$ cat src/rtl/fbdma_pkg.sv
package fbdma_pkg;

   typedef enum logic [1:0] {
      SEQ_IDLE = 2'd0,
      SEQ_WAIT = 2'd1,
      SEQ_MOVE = 2'd2
   } seq_state_t;

endpackage

$ cat src/rtl/fbdma_chan.sv
module fbdma_chan #(
   parameter int unsigned ADDR_W     = 32,
   parameter int unsigned CNT_W      = 16,
   parameter int unsigned WORD_BYTES = 4
) (
   input  logic              clk,
   input  logic              rst_n,
   input  logic              load_i,
   input  logic [ADDR_W-1:0] base_i,
   input  logic [CNT_W-1:0]  count_i,
   input  logic              dir_i,
   input  logic              beat_i,
   output logic [ADDR_W-1:0] addr_o,
   output logic [CNT_W-1:0]  count_o,
   output logic              dir_o,
   output logic              done_o
);

   localparam logic [ADDR_W-1:0] STEP = ADDR_W'(WORD_BYTES);
   localparam logic [CNT_W-1:0]  ONE  = CNT_W'(1);

   always_ff @(posedge clk) begin
      if (!rst_n) begin
         addr_o  <= '0;
         count_o <= '0;
         dir_o   <= 1'b0;
         done_o  <= 1'b0;
      end else if (load_i) begin
         addr_o  <= base_i;
         count_o <= count_i;
         dir_o   <= dir_i;
         done_o  <= 1'b0;
      end else if (beat_i && (count_o != '0)) begin
         addr_o  <= addr_o + STEP;
         count_o <= count_o - ONE;
         if (count_o == ONE) begin
            done_o <= 1'b1;
         end
      end
   end

endmodule

$ cat src/rtl/fbdma_arb.sv
module fbdma_arb #(
   parameter int unsigned NUM_CH = 3,
   parameter int unsigned CH_W   = 2
) (
   input  logic [NUM_CH-1:0] elig_i,
   output logic              any_o,
   output logic [CH_W-1:0]   pick_o
);

   always_comb begin
      any_o  = |elig_i;
      pick_o = '0;
      for (int i = NUM_CH - 1; i >= 0; i--) begin
         if (elig_i[i]) begin
            pick_o = CH_W'(i);
         end
      end
   end

endmodule

$ cat src/rtl/fbdma_seq.sv
module fbdma_seq
   import fbdma_pkg::*;
#(
   parameter int unsigned           NUM_CH    = 3,
   parameter int unsigned           CH_W      = 2,
   parameter int unsigned           CNT_W     = 16,
   parameter int unsigned           BL_W      = 4,
   parameter logic [NUM_CH*BL_W-1:0] BURST_VEC = {4'd1, 4'd1, 4'd4},
   parameter logic [NUM_CH-1:0]     SLOW_MASK = 3'b110
) (
   input  logic             clk,
   input  logic             rst_n,
   input  logic             any_i,
   input  logic [CH_W-1:0]  pick_i,
   input  logic [CNT_W-1:0] count_sel_i,
   input  logic             bus_gnt_i,
   input  logic             mem_rdy_i,
   output logic [CH_W-1:0]  act_o,
   output logic [CH_W-1:0]  owner_o,
   output logic             engaged_o,
   output logic             bus_req_o,
   output logic             mem_valid_o,
   output logic             beat_o
);

   localparam logic [BL_W-1:0] LEN_ONE = BL_W'(1);

   seq_state_t      state_q;
   logic [CH_W-1:0] act_q;
   logic [BL_W-1:0] left_q;
   logic [BL_W-1:0] burst_cur;
   logic [BL_W-1:0] first_len;
   logic            slow_cur;
   logic            gap_q;
   logic            busy;
   logic            last_beat;

   assign burst_cur = BURST_VEC[int'(act_q)*BL_W +: BL_W];
   assign slow_cur  = SLOW_MASK[act_q];
   assign busy      = (state_q != SEQ_IDLE);

   always_comb begin
      if (count_sel_i < CNT_W'(burst_cur)) begin
         first_len = count_sel_i[BL_W-1:0];
      end else begin
         first_len = burst_cur;
      end
   end

   assign mem_valid_o = (state_q == SEQ_MOVE) && !gap_q;
   assign beat_o      = mem_valid_o && mem_rdy_i;
   assign last_beat   = beat_o && (left_q == LEN_ONE);
   assign bus_req_o   = busy;
   assign act_o       = act_q;
   assign owner_o     = busy ? act_q : pick_i;
   assign engaged_o   = busy || any_i;

   always_ff @(posedge clk) begin
      if (!rst_n) begin
         state_q <= SEQ_IDLE;
         act_q   <= '0;
         left_q  <= '0;
      end else begin
         unique case (state_q)
            SEQ_IDLE: begin
               if (any_i) begin
                  act_q   <= pick_i;
                  state_q <= SEQ_WAIT;
               end
            end
            SEQ_WAIT: begin
               if (bus_gnt_i) begin
                  left_q  <= first_len;
                  state_q <= SEQ_MOVE;
               end
            end
            SEQ_MOVE: begin
               if (beat_o) begin
                  left_q <= left_q - LEN_ONE;
                  if (last_beat) begin
                     state_q <= SEQ_IDLE;
                  end
               end
            end
            default: state_q <= SEQ_IDLE;
         endcase
      end
   end

   generate
      if (SLOW_MASK != '0) begin : g_gap
         always_ff @(posedge clk) begin
            if (!rst_n) begin
               gap_q <= 1'b0;
            end else if ((state_q == SEQ_WAIT) && bus_gnt_i) begin
               gap_q <= slow_cur;
            end else if (state_q == SEQ_MOVE) begin
               if (gap_q) begin
                  gap_q <= 1'b0;
               end else if (beat_o && !last_beat) begin
                  gap_q <= slow_cur;
               end
            end
         end
      end else begin : g_nogap
         assign gap_q = 1'b0;
      end
   endgenerate

endmodule

$ cat src/rtl/fbdma_engine.sv
module fbdma_engine #(
   parameter int unsigned            NUM_CH     = 3,
   parameter int unsigned            ADDR_W     = 32,
   parameter int unsigned            CNT_W      = 16,
   parameter int unsigned            WORD_BYTES = 4,
   parameter int unsigned            BL_W       = 4,
   parameter logic [NUM_CH*BL_W-1:0] BURST_VEC  = {4'd1, 4'd1, 4'd4},
   parameter logic [NUM_CH-1:0]      SLOW_MASK  = 3'b110,
   localparam int unsigned           CH_W       = (NUM_CH > 1) ? $clog2(NUM_CH) : 1
) (
   input  logic              clk,
   input  logic              rst_n,
   input  logic              cfg_we,
   input  logic [CH_W-1:0]   cfg_ch,
   input  logic [ADDR_W-1:0] cfg_base,
   input  logic [CNT_W-1:0]  cfg_count,
   input  logic              cfg_dir,
   input  logic [NUM_CH-1:0] ch_en,
   input  logic [NUM_CH-1:0] dreq,
   output logic              bus_req,
   input  logic              bus_gnt,
   output logic              mem_valid,
   input  logic              mem_rdy,
   output logic [ADDR_W-1:0] mem_addr,
   output logic              mem_write,
   output logic [NUM_CH-1:0] fly_sel,
   output logic [NUM_CH-1:0] done
);

   // elaboration-time parameter checks
   generate
      if (NUM_CH < 2) begin : g_bad_nch
         $error("fbdma_engine: NUM_CH must be at least 2");
      end
      if (WORD_BYTES == 0) begin : g_bad_step
         $error("fbdma_engine: WORD_BYTES must be nonzero");
      end
      if (CNT_W < BL_W) begin : g_bad_cnt
         $error("fbdma_engine: CNT_W must be at least BL_W");
      end
      for (genvar c = 0; c < NUM_CH; c++) begin : g_chk_burst
         if (BURST_VEC[c*BL_W +: BL_W] == '0) begin : g_bad_burst
            $error("fbdma_engine: zero burst length");
         end
      end
   endgenerate

   logic [ADDR_W-1:0] addr_a [NUM_CH];
   logic [CNT_W-1:0]  cnt_a  [NUM_CH];
   logic [NUM_CH-1:0] dir_v;
   logic [NUM_CH-1:0] done_v;
   logic [NUM_CH-1:0] elig_v;
   logic              any_elig;
   logic [CH_W-1:0]   pick;
   logic [CH_W-1:0]   act;
   logic [CH_W-1:0]   owner;
   logic              engaged;
   logic              beat;

   generate
      for (genvar g = 0; g < NUM_CH; g++) begin : g_ch
         logic load_g;
         logic beat_g;

         assign load_g     = cfg_we && (cfg_ch == CH_W'(g)) &&
                             !(engaged && (owner == CH_W'(g)));
         assign beat_g     = beat && (act == CH_W'(g));
         assign elig_v[g]  = dreq[g] && ch_en[g] && (cnt_a[g] != '0);
         assign fly_sel[g] = mem_valid && (act == CH_W'(g));

         fbdma_chan #(
            .ADDR_W     (ADDR_W),
            .CNT_W      (CNT_W),
            .WORD_BYTES (WORD_BYTES)
         ) u_chan (
            .clk     (clk),
            .rst_n   (rst_n),
            .load_i  (load_g),
            .base_i  (cfg_base),
            .count_i (cfg_count),
            .dir_i   (cfg_dir),
            .beat_i  (beat_g),
            .addr_o  (addr_a[g]),
            .count_o (cnt_a[g]),
            .dir_o   (dir_v[g]),
            .done_o  (done_v[g])
         );
      end
   endgenerate

   fbdma_arb #(
      .NUM_CH (NUM_CH),
      .CH_W   (CH_W)
   ) u_arb (
      .elig_i (elig_v),
      .any_o  (any_elig),
      .pick_o (pick)
   );

   fbdma_seq #(
      .NUM_CH    (NUM_CH),
      .CH_W      (CH_W),
      .CNT_W     (CNT_W),
      .BL_W      (BL_W),
      .BURST_VEC (BURST_VEC),
      .SLOW_MASK (SLOW_MASK)
   ) u_seq (
      .clk         (clk),
      .rst_n       (rst_n),
      .any_i       (any_elig),
      .pick_i      (pick),
      .count_sel_i (cnt_a[act]),
      .bus_gnt_i   (bus_gnt),
      .mem_rdy_i   (mem_rdy),
      .act_o       (act),
      .owner_o     (owner),
      .engaged_o   (engaged),
      .bus_req_o   (bus_req),
      .mem_valid_o (mem_valid),
      .beat_o      (beat)
   );

   assign mem_addr  = addr_a[act];
   assign mem_write = dir_v[act];
   assign done      = done_v;

endmodule

$ cat config.mk
export PLATFORM = sky130hd
export DESIGN_NAME = fbdma_engine
export DESIGN_NICKNAME = d
export VERILOG_FILES = /design/src/rtl/fbdma_pkg.sv /design/src/rtl/fbdma_chan.sv /design/src/rtl/fbdma_arb.sv /design/src/rtl/fbdma_seq.sv /design/src/rtl/fbdma_engine.sv
export SDC_FILE = /design/constraint.sdc
export NUM_CORES = 1
export LEC_CHECK = 0
export BUFFER_PORTS_ARGS = -buffer_cell sky130_fd_sc_hd__buf_4
export CAP_MARGIN = 20
export CORE_MARGIN = 5
export CORE_UTILIZATION = 35
export DETAILED_ROUTE_END_ITERATION = 8
export PLACE_DENSITY_LB_ADDON = 0.05
export SLEW_MARGIN = 20
export SYNTH_ARGS = -nofsm -noshare
export SYNTH_HDL_FRONTEND = slang
export SYNTH_HIERARCHICAL = 1
export SYNTH_SLANG_ARGS = --single-unit
$ cat constraint.sdc
create_clock -name clk -period 5.2 [get_ports clk]
set_input_delay 1.04 -clock clk [delete_from_list [all_inputs] [get_ports clk]]
set_output_delay 1.04 -clock clk [all_outputs]
set_load 0.01 [all_outputs]
==> impl_metrics.env <==
export IMPL_grt_setup_unrepaired="false"
export IMPL_core_region_area_sq_um=31600
export IMPL_ys_flop_type="dfxtp_1"
export IMPL_clockPowerShare=0.356
export IMPL_path_class="reg2reg"
export IMPL_die_h_um=189
export IMPL_end_kind="register"
export IMPL_cts_setup_buffers=0
export IMPL_critPathRequiredTime_ns=5.52
export IMPL_clock_sinks=159
export IMPL_final_util=0.403
export IMPL_async_flop_share=0
export IMPL_cts_hold_buf=0
export IMPL_cp_common_cell="or3_1"
export IMPL_setup_viol_count_final=0
export IMPL_cpMaxStageDelayCell="or3_1"
export IMPL_place_gp_congestion=0.849
export IMPL_worst_hold_slack_ns=0.517
export IMPL_synth_area_leaders="dfxtp_1 (28%), o21ai_0 (5.8%), mux2i_1 (5.4%)"
export IMPL_leakage_nw=4.10
export IMPL_post_cts_resized=0
export IMPL_drtIter0Drc=1300
export IMPL_final_setup_worst_slack_ns=1.09
export IMPL_synth_adder_area_share=0.0146
export IMPL_postRouteAntennaNets=0
export IMPL_hold_viol_final=0
export IMPL_rrSetupSlack_ns=1.09
export IMPL_dieArea_sq_um=35600
export IMPL_fin_skew_ns=0.00957
export IMPL_hold_path_class="reg2reg"
export IMPL_synthSimpleGateAreaFrac=0.289
export IMPL_yosysUniqueCellTypes=77
export IMPL_ys_seq_elements=159
export IMPL_cp_max_fo=31
export IMPL_dp_worst_setup_slack_ns=0.988
export IMPL_r2r_end="g_ch[1].u_chan/addr_o[30]$_SDFFE_PN0P_"
export IMPL_synth_top_area_cell="dfxtp_1"
export IMPL_worstMarginPinSlew_ns=1.04
export IMPL_p_sw_mw=1.35
export IMPL_io_pins=103
export IMPL_start_util=0.354
export IMPL_combPwrFrac=0.250
export IMPL_drv_cap=0
export IMPL_switching_share=0.352
export IMPL_antenna_cells=0
export IMPL_muxShareOfSynthArea=0.0557
export IMPL_io_buffers=102
export IMPL_first_pass_iters=6
export IMPL_vias=11600
export IMPL_drt_total_wl_um=43200
export IMPL_p_seq_frac=0.395
export IMPL_p_int_mw=2.49
export IMPL_synth_xor_area_share=0.0157
export IMPL_setup_tns_ns=0
export IMPL_drc=0
export IMPL_synth_edf_count=0
export IMPL_rows=65
export IMPL_drive_above_1_share=0.134
export IMPL_tritoncts="done"
export IMPL_fp_dieW_um=189
export IMPL_power_density_nw_per_um2=302
export IMPL_yosys_warnings=6
export IMPL_nNetsFinal=1498
export IMPL_clock_path_buffers=2
export IMPL_area_delta_synth_final_pct=13.8
export IMPL_hpwl_um=31600
export IMPL_r2r_start="g_ch[1].u_chan/count_o[3]$_SDFFE_PN0P_"
export IMPL_setup_worst_path_start_class="register"
export IMPL_netlist_area_sq_um=11200
export IMPL_cp_arrival_ns=4.43
export IMPL_synth_fp_nets=1466
export IMPL_grt_first_pass_wirelength_um=65300
export IMPL_grt_max_degree=65
export IMPL_fmax_mhz=243
export IMPL_gr_usage_all_layers=0.233
export IMPL_slew_viol_final=0
export IMPL_grt_overflow=0
export IMPL_whs_path_depth=2
export IMPL_endpoint="g_ch[1].u_chan/addr_o[30]$_SDFFE_PN0P_"
export IMPL_cts_inserted_buffers=17
export IMPL_root_buffer="clkbuf_16"
export IMPL_regArea_sq_um=3190
export IMPL_vias_per_cell=6.31
export IMPL_netlist_instances=1391
export IMPL_synth_top_family_by_area="simple AND/OR/NAND/NOR gates"
export IMPL_reg2reg_depth=11
export IMPL_cts_htree_levels=4
export IMPL_worst_skew_pair_late_latency_ns=0.44
export IMPL_slew_headroom=0.307
export IMPL_status="completed"
export IMPL_worstPathCellList="nor4_1 -> a41oi_1 -> or3_1 -> or3_1 -> and3b_1 -> nor3_2 -> buf_4 -> nor2b_1 -> and2_1 -> a221oi_1 -> nand3_1"
export IMPL_finalCriticalPeriod_ns=4.11
export IMPL_power_mw=3.84
export IMPL_multi_input_area_sq_um=7350
export IMPL_avgSynthCellArea_sq_um=8.04
export IMPL_fill_cells=3313
export IMPL_crit_path_start="g_ch[1].u_chan/count_o[3]$_SDFFE_PN0P_"
export IMPL_slowest_delay_ns=0.51
export IMPL_synth_compound_area_share=0.280
export IMPL_grt_pass1_vias=10300
export IMPL_post_drt_wl_per_cell_um=23.5
export IMPL_synth_top_cell_area_share=0.285
export IMPL_grt_antenna_before_repair=2
export IMPL_clk_pin_slew_worst_paths_ns=0.07
export IMPL_ir_drop_v=0.000221
export IMPL_seq_area_frac_synth=0.285
export IMPL_finalCritPeriodShare=0.790
[cell type report]
| type | instances | share of cell area |
|---|---|---|
| Timing Repair Buffer | 126 | 0.0742 |
| Clock buffer | 21 | 0.0379 |
| Inverter | 33 | 0.00974 |
| Multi-Input combinational cell | 1086 | 0.578 |
| Clock inverter | 10 | 0.0105 |
| Sequential cell | 159 | 0.251 |
| Tap cell | 402 | 0.0395 |
[state kept, by name (all words and copies together), names as in the netlist]
name and flops:
g_ch.u_chan/addr_o 96, g_ch.u_chan/done_o 3, u_seq/gap_q 1, u_seq/left_q 4, u_seq/act_o 2, g_ch.u_chan/dir_o 3
g_ch.u_chan/count_o 48, u_seq/state_q 2
[per-stage QoR]
stage | cell area (sq um) | cells
3_5_place_dp | 12100 | 1805
4_1_cts | 12700 | 1836
2_1_floorplan | 11200 | 1391
6_report | 12700 | 1837
3_3_place_gp | 12100 | 1805
5_1_grt | 12700 | 1837
[synthesized netlist by cell type (13+ instances only)]
cell type,number
inv_1,33
a31oi_1,50
and4_1,15
nor2_1,55
nand2b_1,25
a211oi_1,20
o211ai_1,13
nand3_1,66
nand4_1,54
ha_1,13
o21a_1,15
nand2_1,67
buf_2,13
o21ai_0,130
nor4_1,48
o31ai_1,27
or4_1,43
nor3_1,36
o2bb2ai_1,49
nor2b_1,22
a21oi_1,39
or3_1,28
nor3b_1,13
dfxtp_1,159
clkbuf_1,78
o311a_1,24
mux2i_1,60
[metal layers]
| metal | global-route usage | part of all wire | vias up |
|---|---|---|---|
| met1 | 0.390 | 0.54 | 5698 |
| met2 | 0.308 | 0.39 | 326 |
| li1 | - | - | 5553 |
| met5 | 0 | 0 | - |
| met3 | 0.0369 | 0.065 | 20 |
| met4 | 0.0401 | 0.0080 | 0 |
[worst max-delay path, delay by kind of cell (launching register included)]
kind,cells,cell delay (ns)
AND/OR/NAND/NOR,8,2.57
AO/OA/AOI/OAI,2,0.58
buffers and inverters,1,0.42
flip-flops,1,0.41
[cell families (layout without fill, tap and decap cells)]
kind of cell               count (synthesis)  after routing
adders and majority gates                 13             13
muxes                                     62             62
and+or+nand+nor                          542            542
AOI/OAI and AO/OA                        449            449
DFF                                      159            159
xor gates and xnor gates                  20             20
buffers and inverters                    146            190
[worst min-delay path by stage]
stage,to,startpoint
2_1_floorplan,u_seq/act_o[0]$_SDFFE_PN0P_,u_seq/act_o[0]$_SDFFE_PN0P_
3_3_place_gp,g_ch[2].u_chan/done_o$_SDFFE_PP0P_,g_ch[2].u_chan/done_o$_SDFFE_PP0P_
3_5_place_dp,g_ch[2].u_chan/done_o$_SDFFE_PP0P_,g_ch[2].u_chan/done_o$_SDFFE_PP0P_
4_1_cts,g_ch[0].u_chan/addr_o[3]$_SDFFE_PN0P_,g_ch[0].u_chan/addr_o[3]$_SDFFE_PN0P_
5_1_grt,g_ch[1].u_chan/addr_o[1]$_SDFFE_PN0P_,g_ch[1].u_chan/addr_o[1]$_SDFFE_PN0P_
6_report,g_ch[0].u_chan/addr_o[3]$_SDFFE_PN0P_,g_ch[0].u_chan/addr_o[3]$_SDFFE_PN0P_
[placed cells by master (no fill, tap or decap), types with 43 or more instances in the layout]
cell	netlist	layout
a31oi_1	50	50
dfxtp_1	159	157
nor2_1	55	55
nand2_1	67	67
or4_1	43	43
buf_4	9	125
nand3_1	66	66
o2bb2ai_1	49	49
o21ai_0	130	130
mux2i_1	60	60
nor4_1	48	47
nand4_1	54	54
[power by group through the flow]
stage | sequential, mW | combinational (mW) | clock (mW)
final | 1.52 | 0.958 | 1.37
after global routing | 1.53 | 1.04 | 1.44
after CTS | 1.51 | 0.945 | 1.39
after detailed placement | 1.54 | 0.941 | 0
after global placement | 1.54 | 0.943 | 0
after floorplan | 1.45 | 0.681 | 0
No activity file was read; power rests on OpenSTA's default activity.
